[config.mk]
export PLATFORM = sky130hd
export DESIGN_NAME = mem_rmw_pipe
export DESIGN_NICKNAME = d
export VERILOG_FILES = /design/src/rtl/mrp_pkg.sv /design/src/rtl/mrp_addr_map.sv /design/src/rtl/mrp_byte_merge.sv /design/src/rtl/mrp_sp_ram.sv /design/src/rtl/mem_rmw_pipe.sv
export SDC_FILE = /design/constraint.sdc
export NUM_CORES = 2
export LEC_CHECK = 0
export BUFFER_PORTS_ARGS = -buffer_cell sky130_fd_sc_hd__buf_2
export CAP_MARGIN = 5
export CORE_MARGIN = 4
export CORE_UTILIZATION = 56
export DETAILED_ROUTE_END_ITERATION = 6
export PLACE_DENSITY = 0.75
export SLEW_MARGIN = 10
export SYNTH_ARGS = -nofsm -noshare
export SYNTH_HDL_FRONTEND = slang
export SYNTH_SLANG_ARGS = --single-unit
export TNS_END_PERCENT = 10
[constraint.sdc]
create_clock -name clk_i -period 4.6 [get_ports clk_i]
set_clock_uncertainty 0.2 [all_clocks]
set_input_delay 0.23 -clock clk_i [delete_from_list [all_inputs] [get_ports clk_i]]
set_output_delay 0.23 -clock clk_i [all_outputs]
set_load 0.01 [all_outputs]
[src/rtl/mrp_pkg.sv]
package mrp_pkg;

    // Sequencer state of the access pipeline
    typedef enum logic [1:0] {
        ST_IDLE  = 2'd0,   // accepting requests
        ST_MERGE = 2'd1,   // old word arriving, merge enabled bytes
        ST_WRITE = 2'd2    // write merged word back
    } seq_e;

endpackage

[src/rtl/mrp_addr_map.sv]
// Bijective logical-to-physical word address map: rotate the bits, then XOR a constant.
module mrp_addr_map #(
    parameter int unsigned AW    = 6,
    parameter int unsigned ROT   = 1,
    parameter int unsigned TWEAK = 'h2A
) (
    input  logic [AW-1:0] log_i,
    output logic [AW-1:0] phy_o
);
    localparam logic [AW-1:0] TW = AW'(TWEAK);

    for (genvar i = 0; i < AW; i++) begin : g_bit
        assign phy_o[i] = log_i[(i + ROT) % AW] ^ TW[i];
    end
endmodule

[src/rtl/mrp_byte_merge.sv]
// Byte-lane merge: enabled lanes from the new word, the rest from the old word.
module mrp_byte_merge #(
    parameter int unsigned DW = 32,
    localparam int unsigned NB = DW / 8
) (
    input  logic [DW-1:0] old_i,
    input  logic [DW-1:0] new_i,
    input  logic [NB-1:0] en_i,
    output logic [DW-1:0] out_o
);
    for (genvar b = 0; b < NB; b++) begin : g_lane
        assign out_o[8*b +: 8] = en_i[b] ? new_i[8*b +: 8] : old_i[8*b +: 8];
    end
endmodule

[src/rtl/mrp_sp_ram.sv]
// Single-port word memory, synchronous read with one cycle of latency.
module mrp_sp_ram #(
    parameter int unsigned AW = 6,
    parameter int unsigned DW = 32,
    localparam int unsigned DEPTH = 1 << AW
) (
    input  logic          clk_i,
    input  logic          en_i,
    input  logic          we_i,
    input  logic [AW-1:0] addr_i,
    input  logic [DW-1:0] wd_i,
    output logic [DW-1:0] rd_o
);
    logic [DW-1:0] mem_q [DEPTH];
    logic [DW-1:0] rd_q;

    always_ff @(posedge clk_i) begin
        if (en_i) begin
            if (we_i) begin
                mem_q[addr_i] <= wd_i;
            end else begin
                rd_q <= mem_q[addr_i];
            end
        end
    end

    assign rd_o = rd_q;
endmodule

[src/rtl/mem_rmw_pipe.sv]
module mem_rmw_pipe #(
    parameter int unsigned AW    = 6,
    parameter int unsigned DW    = 32,
    parameter int unsigned ROT   = 1,
    parameter int unsigned TWEAK = 'h2A,
    localparam int unsigned NB   = DW / 8
) (
    input  logic          clk_i,
    input  logic          rst_ni,
    input  logic [DW-1:0] key_i,
    input  logic          req_i,
    input  logic          we_i,
    input  logic [AW-1:0] addr_i,
    input  logic [NB-1:0] be_i,
    input  logic [DW-1:0] wdata_i,
    output logic          gnt_o,
    output logic          rvalid_o,
    output logic [DW-1:0] rdata_o
);
    import mrp_pkg::*;

    localparam logic [NB-1:0] FULL = '1;

    typedef struct packed {
        seq_e          st;
        logic          rvalid;
        logic [AW-1:0] addr;   // physical address of pending masked write
        logic [NB-1:0] be;
        logic [DW-1:0] key;    // key of last read or pending masked write
        logic [DW-1:0] wdata;
        logic [DW-1:0] wb;     // scrambled merged word to write back
    } pipe_t;

    localparam pipe_t PIPE_RST = '{st: ST_IDLE, rvalid: 1'b0, addr: '0, be: '0,
                                   key: '0, wdata: '0, wb: '0};

    pipe_t s_d, s_q;

    logic [AW-1:0] phys_addr;
    logic          mem_en, mem_we;
    logic [AW-1:0] mem_addr;
    logic [DW-1:0] mem_wd, mem_rd;
    logic [DW-1:0] merged;

    mrp_addr_map #(.AW(AW), .ROT(ROT), .TWEAK(TWEAK)) u_map (
        .log_i (addr_i),
        .phy_o (phys_addr)
    );

    mrp_byte_merge #(.DW(DW)) u_merge (
        .old_i (mem_rd ^ s_q.key),
        .new_i (s_q.wdata),
        .en_i  (s_q.be),
        .out_o (merged)
    );

    mrp_sp_ram #(.AW(AW), .DW(DW)) u_ram (
        .clk_i  (clk_i),
        .en_i   (mem_en),
        .we_i   (mem_we),
        .addr_i (mem_addr),
        .wd_i   (mem_wd),
        .rd_o   (mem_rd)
    );

    always_comb begin
        s_d        = s_q;
        s_d.rvalid = 1'b0;
        mem_en     = 1'b0;
        mem_we     = 1'b0;
        mem_addr   = phys_addr;
        mem_wd     = wdata_i ^ key_i;
        unique case (s_q.st)
            ST_IDLE: begin
                if (req_i) begin
                    mem_en = 1'b1;
                    if (!we_i) begin
                        s_d.rvalid = 1'b1;
                        s_d.key    = key_i;
                    end else if (be_i == FULL) begin
                        mem_we = 1'b1;
                    end else begin
                        // masked write: this cycle fetches the old word
                        s_d.st    = ST_MERGE;
                        s_d.addr  = phys_addr;
                        s_d.be    = be_i;
                        s_d.wdata = wdata_i;
                        s_d.key   = key_i;
                    end
                end
            end
            ST_MERGE: begin
                s_d.wb = merged ^ s_q.key;
                s_d.st = ST_WRITE;
            end
            ST_WRITE: begin
                mem_en   = 1'b1;
                mem_we   = 1'b1;
                mem_addr = s_q.addr;
                mem_wd   = s_q.wb;
                s_d.st   = ST_IDLE;
            end
            default: s_d.st = ST_IDLE;
        endcase
    end

    always_ff @(posedge clk_i or negedge rst_ni) begin
        if (!rst_ni) begin
            s_q <= PIPE_RST;
        end else begin
            s_q <= s_d;
        end
    end

    assign gnt_o    = (s_q.st == ST_IDLE);
    assign rvalid_o = s_q.rvalid;
    assign rdata_o  = mem_rd ^ s_q.key;
endmodule

==> results.md <==
- Buffer count from post-CTS setup fixing: 0
- Via/cell ratio: 7.16
- Run status: finished, violations left
- Most common cell in the netlist: edfxtp_1
- Die Area: 155000 um2
- Final Critical Period: 4670 ps
- Global-route wire length before repair: 375000 um
- Worst EP required: 4940 ps
- Post-synth top flop: edfxtp_1
- Slew Limit Fails: 0
- Vias in the first global route: 51696
- Total global-route track usage: 33.6%
- Post-DP HPWL: 157000 um
- Post-synthesis sequential area ratio: 78.3%
- Crit-path max FO: 31
- Die width: 394 um
- Most area-hungry cell type in the Yosys netlist: edfxtp_1
- Crit path kind: flop to flop
- Power per cell area: 455 nW/um2
- Failing checks: DRC, setup timing
- VDD IR-drop max: 0.371 mV
- CTS Buf Count: 201
- Area growth from synthesis to layout: 16.7%
- Max Cap Viol: 0
- Final period utilization: 101%
- Crit. End Element: flop
- DRT iter0 DRCs: 9310
- I/O Buffers: ~110
- Worst Hold Class: input pin to flop
- Core area: 148000 um2
- Final Instance Count excl. Fillers: 7396
- Net Sw Frac: 24.3%
- Final Hold Fails: 0
- CTS sink count: approximately 2200
- Largest net degree at the start of global routing: 76
- Net Sw Power: 10.7 mW
- Clk slew on worst S/H paths: 60 ps
- Mapped Cells: 4817
- FMAX: ~210 MHz
- Htree depth: 4
- Syn Nets: approximately 4900
- Slowest cell delay on critical path: 1180 ps
- Initial Utilization: 56.4%
- Initial antenna violation count: 23
- Crit path DAT: 5010 ps
- WHS: 39.2 ps
- Slew HR: between 10% and 20%
- DP Area: 89200 um2
- Clock power share: 37.2%
- Syn_area_per_cell: 17.3 um2
- Row cnt: 141
- Sequential power share: a little over half
- Routed Antenna Nets: 0
- CTS Buffer Depth: 3
- Crit start category: flop
- RSZ-0062 raised after global routing: false
- Placer Congestion: 0.945
- Post-synth top cells: edfxtp_1 (2080), a22oi_1 (454), nand2_1 (330), mux2i_1 (272), a31oi_1 (156)
- Synth cell types: 75
- Cells along the critical path: nor2b_1 -> and2_4 -> or2_4 -> buf_12 -> buf_4 -> a22oi_1 -> nand4_1 -> a221oi_1 -> nand3_1
- Inst Count DP: 6872
- CP top delay family: simple AND/OR/NAND/NOR gates
- DRC errors left: 2
- Total power draw: around 44 mW
- Logic pwr share: 10.6%
- Boundary Pins: 112
- Die Y: 394 um
- Number of nets in the layout: 5367
- Post-synth design cell area: 83300 um2
- Leak Pwr: ~32 nW
- Vias: 52982
- First-pass DRT Iterations: 7
- Overall routed net length: 266000 um
- Ranking of synthesized cells by area: edfxtp_1 (75%), a22oi_1 (4.1%), dfrtp_1 (3.3%)
- Fraction of registers with async set/reset: around 5%
- Layout cells sized above 1: roughly 18%
- Setup violations, final: 1
- Clock Latency Late Sink: 840 ps
- CP max-delay cell: a221oi_1
- WP buf/inv: 2
- Root Buffer: clkbuf_16
- Final instance area: 97200 um2
- CTS tree: done
- Final Worst Setup Slack: -65.9 ps
- Slew @ Worst Pin: ~1300 ps
- Synth Warn #: 0
- Int Pwr: between 30 and 40 mW
- Setup_tns: -65.9 ps
- WL/cell: about 36 um
- Top cell type's share of synthesized area: between 70% and 80%
- Post-synth EDFFs: 2080
- Grt total ovfl: 0
- FF+latch count, synth: 2189
-- flip-flops by register name, summed over array words and instances, names as in the netlist --
signal,count
u_ram.mem_q,2048
s_q,108
u_ram.rd_o,32
rvalid_o,1
-- power groups by stage --
stage / sequential [mW] / combinational, mW / clock (mW)
after floorplan: 23.5 / 2.30 / 0
after global placement: 23.5 / 4.21 / 0
after detailed placement: 23.5 / 4.31 / 0
after CTS: 23.1 / 4.45 / 16.4
after global routing: 23.1 / 4.81 / 17.3
final: 23.1 / 4.67 / 16.4
-- final timing paths --
check	startpoint	endpoint	slack, ps	depth (start not counted)
max in group asynchronous	rst_ni	s_q[31]$_DFFE_PN0P_	3380	4
worst min-delay path	addr_i[0]	s_q[105]$_DFFE_PN0P_	40	3
worst max-delay path	s_q[102]$_DFFE_PN0P_	u_ram.rd_o[16]$_DFFE_PP_	-70	9
min in group asynchronous	rst_ni	s_q[19]$_DFFE_PN0P_	430	4
worst max register to register	s_q[102]$_DFFE_PN0P_	u_ram.rd_o[16]$_DFFE_PP_	-70	9
worst min register to register	s_q[28]$_DFFE_PN0P_	s_q[28]$_DFFE_PN0P_	280	2
-- final cells by class --
type / count / area, um2
clock buffers: 251 / 5340
repair buffers: 577 / 5360
clock inverters: 118 / 1090
inverters: 6 / 22.5
diodes: 11 / 27.5
fillers: 9270 / 50500
multi-input cells: 2314 / 17700
flip-flops and latches: 2189 / 65200
well taps: 1930 / 2410
-- placed cells by master, fill, tap and decap left out, types with 9 or more instances in the layout --
| cell type | Yosys | routed |
|---|---|---|
| dfrtp_1 | 109 | 109 |
| clkbuf_16 | 0 | 206 |
| o21ai_4 | 0 | 33 |
| nor4_1 | 22 | 18 |
| buf_4 | 16 | 250 |
| mux2_2 | 97 | 97 |
| buf_2 | 96 | 110 |
| clkbuf_1 | 135 | 43 |
| a31oi_1 | 156 | 156 |
| o21ai_0 | 129 | 97 |
| diode_2 | 0 | 11 |
| bufinv_16 | 0 | 19 |
| nor2_4 | 0 | 60 |
| edfxtp_1 | 2080 | 2080 |
| and3_1 | 21 | 17 |
| a21oi_1 | 50 | 49 |
| o22ai_1 | 45 | 45 |
| xnor2_1 | 64 | 64 |
| nor2_1 | 99 | 38 |
| mux2i_1 | 272 | 271 |
| nand4_1 | 24 | 24 |
| nor3_1 | 38 | 30 |
| o22a_1 | 83 | 82 |
| clkinv_2 | 0 | 34 |
| nand2_1 | 330 | 325 |
| clkinv_1 | 0 | 49 |
| buf_12 | 0 | 74 |
| dlygate4sd3_1 | 0 | 142 |
| a222oi_1 | 102 | 102 |
| xor2_1 | 32 | 32 |
| a221oi_1 | 65 | 65 |
| a22o_1 | 57 | 57 |
| a22oi_1 | 454 | 454 |
| or4_1 | 16 | 16 |
| nand3_1 | 33 | 33 |
| a41oi_1 | 9 | 9 |
-- tightest hold or removal path, cell delays in order --
cell and delay [ps]:
dlygate4sd3_1 520, buf_2 170, o21ai_0 100
-- layer usage --
metal | part of all wire (%) | vias up | wire [um] | track usage [%]
met5 | 0.039 | - | 103 | 0
met4 | 5.9 | 14 | 15700 | 17.1
met3 | 16 | 1001 | 43000 | 11.8
met2 | 45 | 5037 | 119000 | 51.1
met1 | 33 | 26258 | 87500 | 43.3
li1 | - | 20672 | - | -
-- cells by family (layout without fill, tap and decap cells) --
logic type             Yosys count  count (layout)  synth area share [%]
buffers and inverters          314             952                  1.69
flip-flops                    2189            2189                  78.3
AND/OR/NAND/NOR                632             632                  3.45
multiplexers                   374             374                  4.72
other                            0              11                     0
AO/OA/AOI/OAI                 1212            1212                  10.9
XOR/XNOR                        96              96                  1.01
-- timing repair --
| action | 4_1_cts | 5_1_grt |
|---|---|---|
| hold buffers | 143 | 0 |
| endpoints found under the hold margin | 574 | 0 |
| resized for setup | 1 | 5 |
| endpoints found under the setup margin | 1 | 6 |
-- per-stage QoR --
step,utilization [%],worst slack (ps)
after floorplan,-,-293
after global placement,60.4,-306
after detailed placement,60.4,-85.8
after CTS,65.7,39.3
after global routing,65.8,63.5
final,65.8,-65.9
Power figures use the tool's default switching activity.
